==> src/rtl/xseq_pkg.sv <==
package xseq_pkg;
    localparam int WORD_W  = 32;
    localparam int NWORDS  = 8;
    localparam int WIDX_W  = $clog2(NWORDS);
    localparam int CNT_W   = 16;
    localparam int FW_W    = 3;
    localparam int FW_LO   = 8;
    localparam int OPT_FIFO_BIT = 0;
    localparam int OPT_AB_BIT   = 2;

    localparam logic [WIDX_W-1:0] W_OPT  = 3'd0;
    localparam logic [WIDX_W-1:0] W_SRC  = 3'd1;
    localparam logic [WIDX_W-1:0] W_CNT  = 3'd2;
    localparam logic [WIDX_W-1:0] W_DST  = 3'd3;
    localparam logic [WIDX_W-1:0] W_ASTR = 3'd4;
    localparam logic [WIDX_W-1:0] W_LINK = 3'd5;
    localparam logic [WIDX_W-1:0] W_FSTR = 3'd6;
    localparam logic [WIDX_W-1:0] W_FRM  = 3'd7;

    typedef enum logic [1:0] {
        ST_IDLE  = 2'd0,
        ST_ARMED = 2'd1,
        ST_ISSUE = 2'd2
    } seq_state_t;

    typedef struct packed {
        logic              fifo;
        logic              ab;
        logic [FW_W-1:0]   fw;
        logic [WORD_W-1:0] src;
        logic [WORD_W-1:0] dst;
        logic [CNT_W-1:0]  acnt;
        logic [CNT_W-1:0]  bcnt;
        logic [CNT_W-1:0]  rld;
        logic [CNT_W-1:0]  as_src;
        logic [CNT_W-1:0]  as_dst;
        logic [CNT_W-1:0]  fs_src;
        logic [CNT_W-1:0]  fs_dst;
    } xfer_cfg_t;

    function automatic logic [WORD_W-1:0] sext(input logic [CNT_W-1:0] v);
        return {{(WORD_W-CNT_W){v[CNT_W-1]}}, v};
    endfunction
endpackage

==> src/rtl/xseq_param_store.sv <==
module xseq_param_store
    import xseq_pkg::*;
(
    input  logic              clk,
    input  logic              rst_n,
    input  logic              wr_en,
    input  logic [WIDX_W-1:0] wr_idx,
    input  logic [WORD_W-1:0] wr_data,
    output xfer_cfg_t         cfg,
    output logic              arm,
    output logic [CNT_W-1:0]  frm_load
);
    logic [WORD_W-1:0] words [NWORDS];

    for (genvar g = 0; g < NWORDS; g++) begin : g_word
        logic [WORD_W-1:0] q;
        always_ff @(posedge clk or negedge rst_n) begin
            if (!rst_n)
                q <= '0;
            else if (wr_en && wr_idx == WIDX_W'(g))
                q <= wr_data;
        end
        assign words[g] = q;
    end

    assign arm      = wr_en && (wr_idx == W_FRM);
    assign frm_load = wr_data[CNT_W-1:0];

    always_comb begin
        cfg.fifo   = words[W_OPT][OPT_FIFO_BIT];
        cfg.ab     = words[W_OPT][OPT_AB_BIT];
        cfg.fw     = words[W_OPT][FW_LO +: FW_W];
        cfg.src    = words[W_SRC];
        cfg.dst    = words[W_DST];
        cfg.acnt   = words[W_CNT][CNT_W-1:0];
        cfg.bcnt   = words[W_CNT][WORD_W-1:CNT_W];
        cfg.rld    = words[W_LINK][WORD_W-1:CNT_W];
        cfg.as_src = words[W_ASTR][CNT_W-1:0];
        cfg.as_dst = words[W_ASTR][WORD_W-1:CNT_W];
        cfg.fs_src = words[W_FSTR][CNT_W-1:0];
        cfg.fs_dst = words[W_FSTR][WORD_W-1:CNT_W];
    end

    logic unused_bits;
    assign unused_bits = ^{words[W_OPT][WORD_W-1:FW_LO+FW_W], words[W_OPT][FW_LO-1:OPT_AB_BIT+1],
                           words[W_OPT][OPT_AB_BIT-1:OPT_FIFO_BIT+1],
                           words[W_LINK][CNT_W-1:0], words[W_FRM]};
endmodule

==> src/rtl/xseq_evt_latch.sv <==
module xseq_evt_latch (
    input  logic clk,
    input  logic rst_n,
    input  logic evt,
    input  logic take,
    input  logic clr,
    output logic avail
);
    logic pend;

    always_ff @(posedge clk or negedge rst_n) begin
        if (!rst_n)
            pend <= 1'b0;
        else if (clr)
            pend <= 1'b0;
        else if (take)
            pend <= pend & evt;
        else
            pend <= pend | evt;
    end

    assign avail = evt | pend;

    // A pending event is only ever recorded from a real event input
    assert_pend_from_evt_R10: assert property (@(posedge clk) disable iff (!rst_n)
        $rose(pend) |-> $past(evt));
endmodule

==> src/rtl/xseq_walker.sv <==
module xseq_walker
    import xseq_pkg::*;
(
    input  logic              clk,
    input  logic              rst_n,
    input  logic              arm,
    input  logic [CNT_W-1:0]  frm_load,
    input  xfer_cfg_t         cfg,
    input  logic              evt_avail,
    output logic              take,
    output logic              idle,
    output logic              req_valid,
    output logic [WORD_W-1:0] req_src,
    output logic [WORD_W-1:0] req_dst,
    output logic [CNT_W-1:0]  req_bytes,
    output logic              req_fifo,
    output logic [FW_W-1:0]   req_fw,
    output logic              done,
    output logic [CNT_W-1:0]  arr_left,
    output logic [CNT_W-1:0]  frm_left
);
    seq_state_t state, state_nx;

    logic [WORD_W-1:0] src_cur, dst_cur, src_frm, dst_frm;
    logic [CNT_W-1:0]  arr_cnt, frm_cnt;
    logic [WORD_W-1:0] a_step_s, a_step_d, f_step_s, f_step_d;
    logic [WORD_W-1:0] src_frm_nx, dst_frm_nx;
    logic              frm_last, blk_last;

    assign frm_last = (arr_cnt == CNT_W'(1));
    assign blk_last = frm_last && (frm_cnt == CNT_W'(1));

    assign a_step_s   = cfg.fifo ? '0 : sext(cfg.as_src);
    assign a_step_d   = cfg.fifo ? '0 : sext(cfg.as_dst);
    assign f_step_s   = cfg.fifo ? '0 : sext(cfg.fs_src);
    assign f_step_d   = cfg.fifo ? '0 : sext(cfg.fs_dst);
    assign src_frm_nx = src_frm + f_step_s;
    assign dst_frm_nx = dst_frm + f_step_d;

    // state register
    always_ff @(posedge clk or negedge rst_n) begin
        if (!rst_n)
            state <= ST_IDLE;
        else
            state <= state_nx;
    end

    // next-state logic
    always_comb begin
        state_nx = state;
        if (arm) begin
            state_nx = ST_ARMED;
        end else begin
            unique case (state)
                ST_IDLE:  state_nx = ST_IDLE;
                ST_ARMED: if (evt_avail) state_nx = ST_ISSUE;
                ST_ISSUE: begin
                    if (blk_last)
                        state_nx = ST_IDLE;
                    else if (frm_last || !cfg.ab)
                        state_nx = ST_ARMED;
                    else
                        state_nx = ST_ISSUE;
                end
                default:  state_nx = ST_IDLE;
            endcase
        end
    end

    // address and count registers
    always_ff @(posedge clk or negedge rst_n) begin
        if (!rst_n) begin
            src_cur <= '0;
            dst_cur <= '0;
            src_frm <= '0;
            dst_frm <= '0;
            arr_cnt <= '0;
            frm_cnt <= '0;
        end else if (arm) begin
            src_cur <= cfg.src;
            dst_cur <= cfg.dst;
            src_frm <= cfg.src;
            dst_frm <= cfg.dst;
            arr_cnt <= cfg.bcnt;
            frm_cnt <= frm_load;
        end else if (state == ST_ISSUE) begin
            if (blk_last) begin
                arr_cnt <= '0;
                frm_cnt <= '0;
            end else if (frm_last) begin
                arr_cnt <= cfg.ab ? cfg.bcnt : cfg.rld;
                frm_cnt <= frm_cnt - CNT_W'(1);
                src_frm <= src_frm_nx;
                dst_frm <= dst_frm_nx;
                src_cur <= src_frm_nx;
                dst_cur <= dst_frm_nx;
            end else begin
                arr_cnt <= arr_cnt - CNT_W'(1);
                src_cur <= src_cur + a_step_s;
                dst_cur <= dst_cur + a_step_d;
            end
        end
    end

    // outputs
    always_comb begin
        req_valid = (state == ST_ISSUE);
        req_src   = src_cur;
        req_dst   = dst_cur;
        req_bytes = cfg.acnt;
        req_fifo  = cfg.fifo;
        req_fw    = cfg.fw;
        done      = (state == ST_ISSUE) && blk_last;
        take      = (state == ST_ARMED) && evt_avail && !arm;
        idle      = (state == ST_IDLE);
        arr_left  = arr_cnt;
        frm_left  = frm_cnt;
    end

    assert_counts_nonzero_R2: assert property (@(posedge clk) disable iff (!rst_n)
        (state == ST_ISSUE) |-> (arr_cnt != '0 && frm_cnt != '0));

    assert_single_array_R5: assert property (@(posedge clk) disable iff (!rst_n)
        (req_valid && !cfg.ab) |=> !req_valid);

    assert_frame_burst_R7: assert property (@(posedge clk) disable iff (!rst_n)
        (req_valid && cfg.ab && !frm_last && !arm) |=> req_valid);

    assert_fifo_const_R8: assert property (@(posedge clk) disable iff (!rst_n)
        (cfg.fifo && !arm && state != ST_IDLE) |=> ($stable(src_cur) && $stable(dst_cur)));

    assert_quiet_after_done_R9: assert property (@(posedge clk) disable iff (!rst_n)
        done |=> !req_valid);
endmodule

==> src/rtl/xfer_addr_seq.sv <==
module xfer_addr_seq
    import xseq_pkg::*;
(
    input  logic              clk,
    input  logic              rst_n,
    input  logic              ld_en,
    input  logic [WIDX_W-1:0] ld_idx,
    input  logic [WORD_W-1:0] ld_data,
    input  logic              sync_evt,
    output logic              req_valid,
    output logic [WORD_W-1:0] req_src,
    output logic [WORD_W-1:0] req_dst,
    output logic [CNT_W-1:0]  req_bytes,
    output logic              req_fifo,
    output logic [FW_W-1:0]   req_fifo_width,
    output logic              done,
    output logic [CNT_W-1:0]  arr_left,
    output logic [CNT_W-1:0]  frm_left
);
    xfer_cfg_t        cfg;
    logic             arm, take, idle, evt_avail;
    logic [CNT_W-1:0] frm_load;

    xseq_param_store u_store (
        .clk      (clk),
        .rst_n    (rst_n),
        .wr_en    (ld_en),
        .wr_idx   (ld_idx),
        .wr_data  (ld_data),
        .cfg      (cfg),
        .arm      (arm),
        .frm_load (frm_load)
    );

    xseq_evt_latch u_evt (
        .clk   (clk),
        .rst_n (rst_n),
        .evt   (sync_evt),
        .take  (take),
        .clr   (arm | idle),
        .avail (evt_avail)
    );

    xseq_walker u_walk (
        .clk       (clk),
        .rst_n     (rst_n),
        .arm       (arm),
        .frm_load  (frm_load),
        .cfg       (cfg),
        .evt_avail (evt_avail),
        .take      (take),
        .idle      (idle),
        .req_valid (req_valid),
        .req_src   (req_src),
        .req_dst   (req_dst),
        .req_bytes (req_bytes),
        .req_fifo  (req_fifo),
        .req_fw    (req_fifo_width),
        .done      (done),
        .arr_left  (arr_left),
        .frm_left  (frm_left)
    );
endmodule

==> config.mk <==
export PLATFORM = sky130hd
export DESIGN_NAME = xfer_addr_seq
export DESIGN_NICKNAME = d
export VERILOG_FILES = /design/src/rtl/xseq_pkg.sv /design/src/rtl/xseq_param_store.sv /design/src/rtl/xseq_evt_latch.sv /design/src/rtl/xseq_walker.sv /design/src/rtl/xfer_addr_seq.sv
export SDC_FILE = /design/constraint.sdc
export NUM_CORES = 1
export LEC_CHECK = 0
export BUFFER_PORTS_ARGS = -buffer_cell sky130_fd_sc_hd__buf_2
export CELL_PAD_IN_SITES_DETAIL_PLACEMENT = 1
export CELL_PAD_IN_SITES_GLOBAL_PLACEMENT = 2
export CORE_MARGIN = 2
export CORE_UTILIZATION = 39
export DETAILED_ROUTE_END_ITERATION = 12
export PLACE_DENSITY = 0.83
export SLEW_MARGIN = 25
export SYNTH_ARGS = -nofsm -noshare
export SYNTH_HDL_FRONTEND = slang
export SYNTH_HIERARCHICAL = 1
export SYNTH_SLANG_ARGS = --single-unit
==> constraint.sdc <==
create_clock -name clk -period 4.9 [get_ports clk]
set_clock_uncertainty 0.15 [all_clocks]
set_input_delay 0.49 -clock clk [delete_from_list [all_inputs] [get_ports clk]]
set_output_delay 0.49 -clock clk [all_outputs]
set_load 0.01 [all_outputs]
# Word-level counts from Yosys, hierarchy flattened

Index checks and enable logic that the tools add are counted.

Add/subtract/negate cells: 6
Multiply operators: 0
Divide/modulo/power cells: 0
Order comparisons: 0
Equal/unequal tests: 13
Shifts and indexed selects: 0
Multiplexer cells: 36
Bitwise gates (word level): 3
Reductions and logical operators: 23

Operators with widths:

| kind                                                  | count |
|---|---|
| two-way mux 32 bit                                    | 20 |
| two-way mux 16 bit                                    | 9 |
| adder 32 bit                                          | 4 |
| == test 16 x 1 -> 1 bit, second input constant        | 2 |
| subtractor 16 x 1 -> 16 bit, second input constant    | 2 |
| == test 3 bit, second input constant                  | 4 |
| logical AND 1 bit                                     | 12 |
| two-way mux 2 bit                                     | 4 |
| == test 3 x 2 -> 1 bit, second input constant         | 2 |
| case mux 2 bit (2 select lines)                       | 1 |
| AND reduction 2 bit                                   | 2 |
| nonzero test 2 bit                                    | 2 |
| == test 3 x 1 -> 1 bit, second input constant         | 1 |
| zero test 3 bit                                       | 1 |
| inequality test 3 x 2 -> 1 bit, second input constant | 1 |
| AND reduction 3 bit                                   | 1 |
| nonzero test 3 bit                                    | 1 |
| == test 2 x 1 -> 1 bit, second input constant         | 1 |
| == test 2 bit, second input constant                  | 1 |
| zero test 1 bit                                       | 2 |
| zero test 2 bit                                       | 1 |
| two-way mux 1 bit                                     | 2 |
| inequality test 2 bit, second input constant          | 1 |
| bitwise OR 1 bit                                      | 2 |
| other kinds (2)                                       | 2 |

Register bits after elaboration: 366
Latch bits: 0
RAM bits: 0
Memory bits (read-only): 0
Output and inout bits: 118
Logic and storage cells: 96
Memories kept: 0

# Longest topological paths before layout

Gate-level depths: netlist of run 1.

Depth after elaboration: 6
Mapped depth: 14
Depth with buffers taken out: 12

# By module

Netlist of run 1, hierarchy kept.

By module, submodules not included:

| module           | instances | cells an instance | area each (µm²) | sequential area each (µm²) |
|---|---|---|---|---|
| xseq_walker      | 1         | 2097              | 15890.2         | 4053.9 |
| xseq_param_store | 1         | 409               | 7312.0          | 4529.3 |
| xseq_evt_latch   | 1         | 5                 | 47.5            | 25.0 |
| xfer_addr_seq    | 1         | 1                 | 6.3             | 0.0 |

# Least setup slack after synthesis of run 1

No wires, ideal clock.

Path kind: reg2reg
Start: register u_store.g_word[0].q[0]
End: register u_walk.dst_cur[26] (netlist: u_walk/req_dst[26])
Setup time: 0.126 ns
Data arrival time: 3.688 ns
Data required time: 4.624 ns
Setup slack: 0.936 ns
Cell stages (with the launch flop): 15
Buffers on the path: 2
Cell sequence: dfrtp_1 -> buf_2 -> clkbuf_1 -> nor2b_1 -> ha_1 -> fa_1 -> a211oi_1 -> nor3b_1 -> o41a_1 -> o21ba_1 -> nor2_1 -> mux2_1 -> or2_1 -> a221oi_1 -> nor2_1

Word-level cells in the longest chain between the ends: 6
Elaborated cells between the ends (all ways): 8

Ends and longest elaborated chain:

| what                                         | line                                  | RTL |
|---|---|---|
| start: declaration                           | xseq_param_store.sv:16                | `logic [WORD_W-1:0] q;` |
| start signal: assignment                     | xseq_param_store.sv:21                | `q <= wr_data;` |
| two-way mux 32 bit, on equally long branches | xseq_walker.sv:34, xseq_walker.sv:36  |  |
| adder 32 bit, on equally long branches       | xseq_walker.sv:100, xseq_walker.sv:38 |  |
| two-way mux 32 bit (*)                       | xseq_walker.sv:90                     | `end else if (frm_last) begin` |
| two-way mux 32 bit (*)                       | xseq_walker.sv:87                     | `if (blk_last) begin` |
| two-way mux 32 bit (*)                       | xseq_walker.sv:86                     | `end else if (state == ST_ISSUE) begin` |
| two-way mux 32 bit (*)                       | xseq_walker.sv:79                     | `end else if (arm) begin` |
| end signal: assignment                       | xseq_walker.sv:81                     | `dst_cur <= cfg.dst;` |
| end signal: assignment                       | xseq_walker.sv:96                     | `dst_cur <= dst_frm_nx;` |
| end signal: assignment                       | xseq_walker.sv:100                    | `dst_cur <= dst_cur + a_step_d;` |
| end: declaration                             | xseq_walker.sv:24                     | `logic [WORD_W-1:0] src_cur, dst_cur, src_frm, dst_frm;` |

Every way passes the cells marked *; elsewhere a longest branch is shown, timed or not. The select of a mux whose other input is x is not followed.
A chain may end at the register's enable or synchronous reset.

# Worst setup path after layout of run 1

Start: register u_store.g_word[0].q[0]
End: register u_walk.src_cur[30] (netlist: u_walk/req_src[30])

Word-level cells in the longest chain between the ends: 6
Elaborated cells between the ends (all ways): 8

Ends and longest elaborated chain:

| what                                         | line                                 | RTL |
|---|---|---|
| two-way mux 32 bit, on equally long branches | xseq_walker.sv:33, xseq_walker.sv:35 |  |
| adder 32 bit, on equally long branches       | xseq_walker.sv:99, xseq_walker.sv:37 |  |
| two-way mux 32 bit (*)                       | xseq_walker.sv:90                    |  |
| two-way mux 32 bit (*)                       | xseq_walker.sv:87                    |  |
| two-way mux 32 bit (*)                       | xseq_walker.sv:86                    |  |
| two-way mux 32 bit (*)                       | xseq_walker.sv:79                    |  |
| end signal: assignment                       | xseq_walker.sv:80                    | `src_cur <= cfg.src;` |
| end signal: assignment                       | xseq_walker.sv:95                    | `src_cur <= src_frm_nx;` |
| end signal: assignment                       | xseq_walker.sv:99                    | `src_cur <= src_cur + a_step_s;` |
| end: declaration                             | xseq_walker.sv:24                    |  |

Marks and branches as above.

==> run summary, run 1 <==
final cycle utilization of the critical path -> 89.7%
row cnt -> 89
ranking of synthesized cells by area -> dfrtp_1, mux2_2, mux2_4
critical path type -> flip-flop to flip-flop
critical-path cell list -> buf_12, buf_4, nor2b_1, ha_1, and4_4, nand3_1, o21bai_4, a41oi_4, a41oi_4, or3_1, a311o_1, a221oi_2, o22ai_1
Synth area leader -> dfrtp_1
setup TNS -> 0 ns
remaining routing DRC violations -> 0
layout cell share with drive strength beyond 1 -> 19.4%
CP max stage delay -> 0.68 ns
Slew Viols, Final -> 0
Buf/Inv on CP -> 2
post-CTS sizing -> 0
placed cells -> 3288
Final ANT Viol Nets -> 0
CTS tree -> done
Post-synth top flop -> dfrtp_1
startpoint types -> flip-flop
hold depth -> 3
critical path's top delay family -> compound AO/OA/AOI/OAI gates
FILL cells -> 6682
Top Metal Used -> met4
Clk pwr share -> 29.0%
I/O Pins -> 157
Slew headroom -> 40.7%
Die H -> 248 µm
Power Dens Cells -> 447 mW/mm²
worst-path fanout max -> 23
worst flop-to-flop path startpoint -> u_store/g_word[0].q[0]
Iteration-0 DRC Markers -> 1516
Worst-path clk slew -> 0.06 ns
critical path required time -> 5.20 ns
most used cell, CP -> a41oi_4
worst hold endpoint -> u_evt/pend
Static Leak -> 11.0 nW
FMAX -> 0.228 GHz
HP Class -> input port to flip-flop
Final Cell Area -> 0.0260 mm²
Syn Nets -> 2622
initial antenna violation count -> 2
post-synthesis register bit count -> 344
Avg WL per Cell -> 26.5 µm
Sw Pwr -> 4.46 mW
RSZ-0062 raised after global routing -> no
CTS sink count -> 344
root buffer cell -> clkbuf_16
Die ar. -> 0.0616 mm²
Power Internal -> 7.15 mW
area delta synth->final -> 11.6%
PortBufs -> 156
Pwr Total -> 11.6 mW
Yosys top cell area share -> 37.0%
DP Area -> 0.0245 mm²
cells after synthesis -> 2512
CTS Buffer Depth -> 3
Starting Density -> 39.4%
FF-to-FF path depth -> 13
All-Layer GR Usage -> 28.6%
met2 wire len -> 41.4 mm
Worst Tran Pin Value -> 0.886 ns
min-delay src -> sync_evt
gp weighted congestion -> 0.965
Arrival @ worst endpoint -> 4.69 ns
peak supply drop -> 0.372 mV
sequential power share -> 37.2%
fin nets -> 2670
Reg2Reg Capture Point -> u_walk/req_src[30]
synthesized cell area -> 0.0233 mm²
Max Cap Viol -> 0
synthesized area per cell -> 9.26 µm²
clk_lat worst skew -> 0.60 ns
total core area -> 0.0590 mm²
Sw Ratio -> 38.4%
global-route wire length before repair -> 133 mm
Post-Layout Cell Count -> 3369
flop2flop setup slack -> 0.50 ns
most frequent cells in the layout -> dfrtp_1, nand2_1, nor2_1
Logic pwr share -> 33.8%
DRT met1 WL -> 40.1 mm
Crit-path slowest cell -> dfrtp_2
H-tree depth -> 2
final hold violation count -> 0
DR pass1 iterations -> 5
DP Wirelength -> 63.3 mm
leading cell type in the layout, fill and taps excluded -> dfrtp_1
post-CTS setup buffer count -> 0
WL final -> 89.3 mm
Routed met3 length -> 4.52 mm
CP endpoint kind -> flip-flop
Synth async-reset ratio -> 100%
Final Setup Violations -> 0
DR vias -> 20736
status -> finished, final reports clean
Seq/Total Area, Yosys -> 37.0%
Tmin final -> 4.40 ns
Die Wd -> 248 µm
Final Util -> 44.0%
largest net degree at the start of global routing -> 161
Synth Warn # -> 6
gr ovfl total -> 0
# hold bufs at CTS -> 1
Via-to-Cell Ratio -> 6.15
Unique masters post-synth -> 99
vias in the first global route -> 21350
Post-synth EDFFs -> 0
CTS buffer count -> 42
-- metal layers --
layer	up-vias	track usage, %
met3	153	3.61
met4	0	10.5
met5	-	0
met1	10718	39.3
li1	9230	-
met2	635	46.2
-- state kept, by name, indices dropped and copies added (netlist names) --
signal            cells
u_walk/state          2
u_store/g_word.q    181
u_evt/pend            1
u_walk/req_dst       32
u_walk/arr_left      16
u_walk/req_src       32
u_walk/frm_left      16
u_walk/src_frm       32
u_walk/dst_frm       32
-- power groups by stage --
stage                     clock [mW]  combinational [mW]  sequential [mW]
after floorplan                    0                2.89             3.96
after global placement             0                3.74             4.32
after detailed placement           0                3.85             4.35
after CTS                       3.42                3.89             4.31
after global routing            3.52                4.27             4.42
final                           3.37                3.92             4.32
-- final cells by class --
class,count,area (µm²),share of cell area [%]
clock buffer,63,1260,4.85
sequential,344,8610,33.2
tap,773,967,3.73
inverter,30,113,0.434
multi-input combinational,1931,13500,52.0
timing repair buffer,211,1270,4.89
clock inverter,15,224,0.863
antenna,2,5.00,0.0193
-- cells in the mapped netlist, types with 63 or more instances --
cell and number:
xnor2_1 85, dfrtp_1 344, mux2_2 115, clkbuf_1 117, ha_1 67, nand2_1 247, nor2_1 173, nor3_1 63
mux2_4 72, a21oi_1 147, nor2b_1 71, o21ai_0 151
-- cell families after synthesis --
group / after synthesis / synth area share, %
AO/OA/AOI/OAI: 658 / 18.6
XOR/XNOR: 134 / 5.05
multiplexers: 241 / 12.6
AND/OR/NAND/NOR: 827 / 17.8
flip-flops: 344 / 37.0
buffers and inverters: 237 / 5.09
adder cells (fa/ha/maj): 71 / 3.95
-- tightest hold or removal path, delay by kind of cell --
kind	cells	cell delay, ns
buffers and inverters	1	0.11
AND/OR/NAND/NOR	1	0.06
AO/OA/AOI/OAI	1	0.06
-- stage by stage --
stage          hold WS (ns)  setup WS, ns
6_report             0.0433         0.504
5_1_grt              0.0560         0.322
4_1_cts              0.0251         0.571
3_5_place_dp          0.333         0.622
3_3_place_gp          0.317         0.793
2_1_floorplan        0.0444         0.936
-- worst max path at each step --
stage                                 from            endpoint  cells after the start
floorplan           u_store/g_word[0].q[0]  u_walk/req_dst[26]                     14
global placement    u_store/g_word[0].q[0]  u_walk/req_dst[26]                     12
detailed placement  u_store/g_word[0].q[0]  u_walk/req_src[30]                     13
CTS                 u_store/g_word[0].q[0]  u_walk/req_src[30]                     13
global route        u_store/g_word[0].q[0]  u_walk/req_src[30]                     13
finish              u_store/g_word[0].q[0]  u_walk/req_src[30]                     13
No activity file was read; power rests on OpenSTA's default activity.
==> run 2: changes to the inputs <==
--- a/config.mk
+++ b/config.mk
@@ -9,9 +9,10 @@
 export CELL_PAD_IN_SITES_DETAIL_PLACEMENT = 1
 export CELL_PAD_IN_SITES_GLOBAL_PLACEMENT = 2
 export CORE_MARGIN = 2
-export CORE_UTILIZATION = 39
+export CORE_UTILIZATION = 40
+export CTS_BUF_LIST = sky130_fd_sc_hd__clkbuf_2
 export DETAILED_ROUTE_END_ITERATION = 12
-export PLACE_DENSITY = 0.83
+export PLACE_DENSITY = 0.84
 export SLEW_MARGIN = 25
 export SYNTH_ARGS = -nofsm -noshare
 export SYNTH_HDL_FRONTEND = slang
==> run summary, run 2 (synthesis gave the netlist of run 1 again) <==
Die Wd -> 245 µm
most frequent cells in the layout -> dfrtp_1, nand2_1, nor2_1
Slew Viols, Final -> 0
startpoint types -> flip-flop
I/O Pins -> 157
gr ovfl total -> 0
root buffer cell -> clkbuf_2
H-tree depth -> 3
critical path required time -> 4.26 ns
clk_lat worst skew -> 1.18 ns
FMAX -> 0.228 GHz
Worst Tran Pin Value -> 1.15 ns
Power Internal -> 5.99 mW
CTS sink count -> 344
Die ar. -> 0.0601 mm²
CTS buffer count -> 99
WL final -> 91.1 mm
Slew headroom -> 22.7%
total core area -> 0.0576 mm²
RSZ-0062 raised after global routing -> no
critical path type -> flip-flop to primary output
Die H -> 245 µm
Arrival @ worst endpoint -> 3.75 ns
Starting Density -> 40.4%
leading cell type in the layout, fill and taps excluded -> dfrtp_1
Clk pwr share -> 21.2%
Avg WL per Cell -> 26.1 µm
Most flops, register -> u_store/g_word.q
Max Cap Viol -> 0
area delta synth->final -> 10.7%
DP Wirelength -> 63.2 mm
gp weighted congestion -> 0.940
Tmin final -> 4.39 ns
layout cell share with drive strength beyond 1 -> 21.4%
Static Leak -> 11.1 nW
peak supply drop -> 0.216 mV
max FFs per register -> 181
CP endpoint kind -> primary output
hold slack -> 0.106 ns
Iteration-0 DRC Markers -> 1519
Worst-path clk slew -> 0.09 ns
Final Setup Violations -> 0
initial antenna violation count -> 7
All-Layer GR Usage -> 30.1%
Sw Ratio -> 42.9%
Via-to-Cell Ratio -> 6.11
DR pass1 iterations -> 5
Final ANT Viol Nets -> 0
flop2flop setup slack -> 0.54 ns
largest net degree at the start of global routing -> 155
row cnt -> 88
status -> finished, final reports clean
Logic pwr share -> 37.8%
final cycle utilization of the critical path -> 89.7%
HP Class -> input port to flip-flop
setup TNS -> 0 ns
Power Dens Cells -> 408 mW/mm²
Sw Pwr -> 4.50 mW
vias in the first global route -> 22342
post-CTS sizing -> 0
DR vias -> 21348
worst-path fanout max -> 15
fin nets -> 2767
final hold violation count -> 0
CTS tree -> done
global-route wire length before repair -> 138 mm
CTS Buffer Depth -> 3
remaining routing DRC violations -> 0
PortBufs -> 156
sequential power share -> 41.1%
run 2: changes by cell type in the layout (fill, tap and decap cells not counted), sizes merged:
cell,before,now
clkinvlp,2,0
inv,31,30
buf,210,206
clkbuf,63,145
clkinv,8,21
diode,2,7
dlygate4sd3,1,45
bufinv,4,1
run 2: worst max-delay path, stage by stage, from the launching register on:
cell,delay (ns)
dfrtp_1,0.48
nor4_1,0.59
nand4_1,0.29
nor2_4,0.36
buf_4,0.27
buf_4,0.28
and3_1,0.19
buf_2,0.12
run 2: power by group through the flow:
stage | Combinational (mW) | Clock, mW | Sequential [mW]
after detailed placement | 3.85 | 0 | 4.35
after floorplan | 2.89 | 0 | 3.96
after global routing | 4.30 | 2.43 | 4.41
after CTS | 3.91 | 2.30 | 4.30
final | 3.96 | 2.22 | 4.31
after global placement | 3.74 | 0 | 4.32
run 2: area by class of cell:
type	count	area, µm²
inverters	30	113
flip-flops and latches	344	8610
repair buffers	251	1690
multi-input cells	1931	13500
clock inverters	22	129
clock buffers	145	726
diodes	7	17.5
well taps	765	957
fillers	6740	31800
run 2: worst paths after layout:
check                                       startpoint                 endpoint  cells after the start
worst max-delay path                u_walk/arr_left[4]                     done                      7
worst min-delay path                        ld_data[3]   u_store/g_word[1].q[3]                      3
worst max register to register  u_store/g_word[0].q[0]       u_walk/src_frm[26]                     12
worst min register to register  u_store/g_word[1].q[0]        u_walk/req_src[0]                      2
max in group asynchronous                        rst_n          u_walk/state[0]                      4
min in group asynchronous                        rst_n  u_store/g_word[4].q[26]                      4
run 2: through the flow:
stage,instance area [µm²],setup WS (ns),utilization [%],power (mW),instances
4_1_cts,25700,0.465,44.7,10.5,3488
6_report,25700,0.506,44.7,10.5,3495
3_5_place_dp,24400,0.640,42.4,8.21,3275
3_3_place_gp,24400,0.735,42.4,8.06,3275
5_1_grt,25700,0.250,44.7,11.1,3492
2_1_floorplan,23300,0.936,-,6.85,2512
run 2: timing repair:
item,in CTS,in global routing
hold endpoints to repair,556,0
setup buffers,0,0
hold buffers,46,0
run 2: metal layers:
metal / GRT usage [%] / wire length [µm]
met4: 13.6 / 3820
met5: 0 / 0
met3: 5.90 / 5800
met1: 39.9 / 39500
met2: 47.6 / 42000
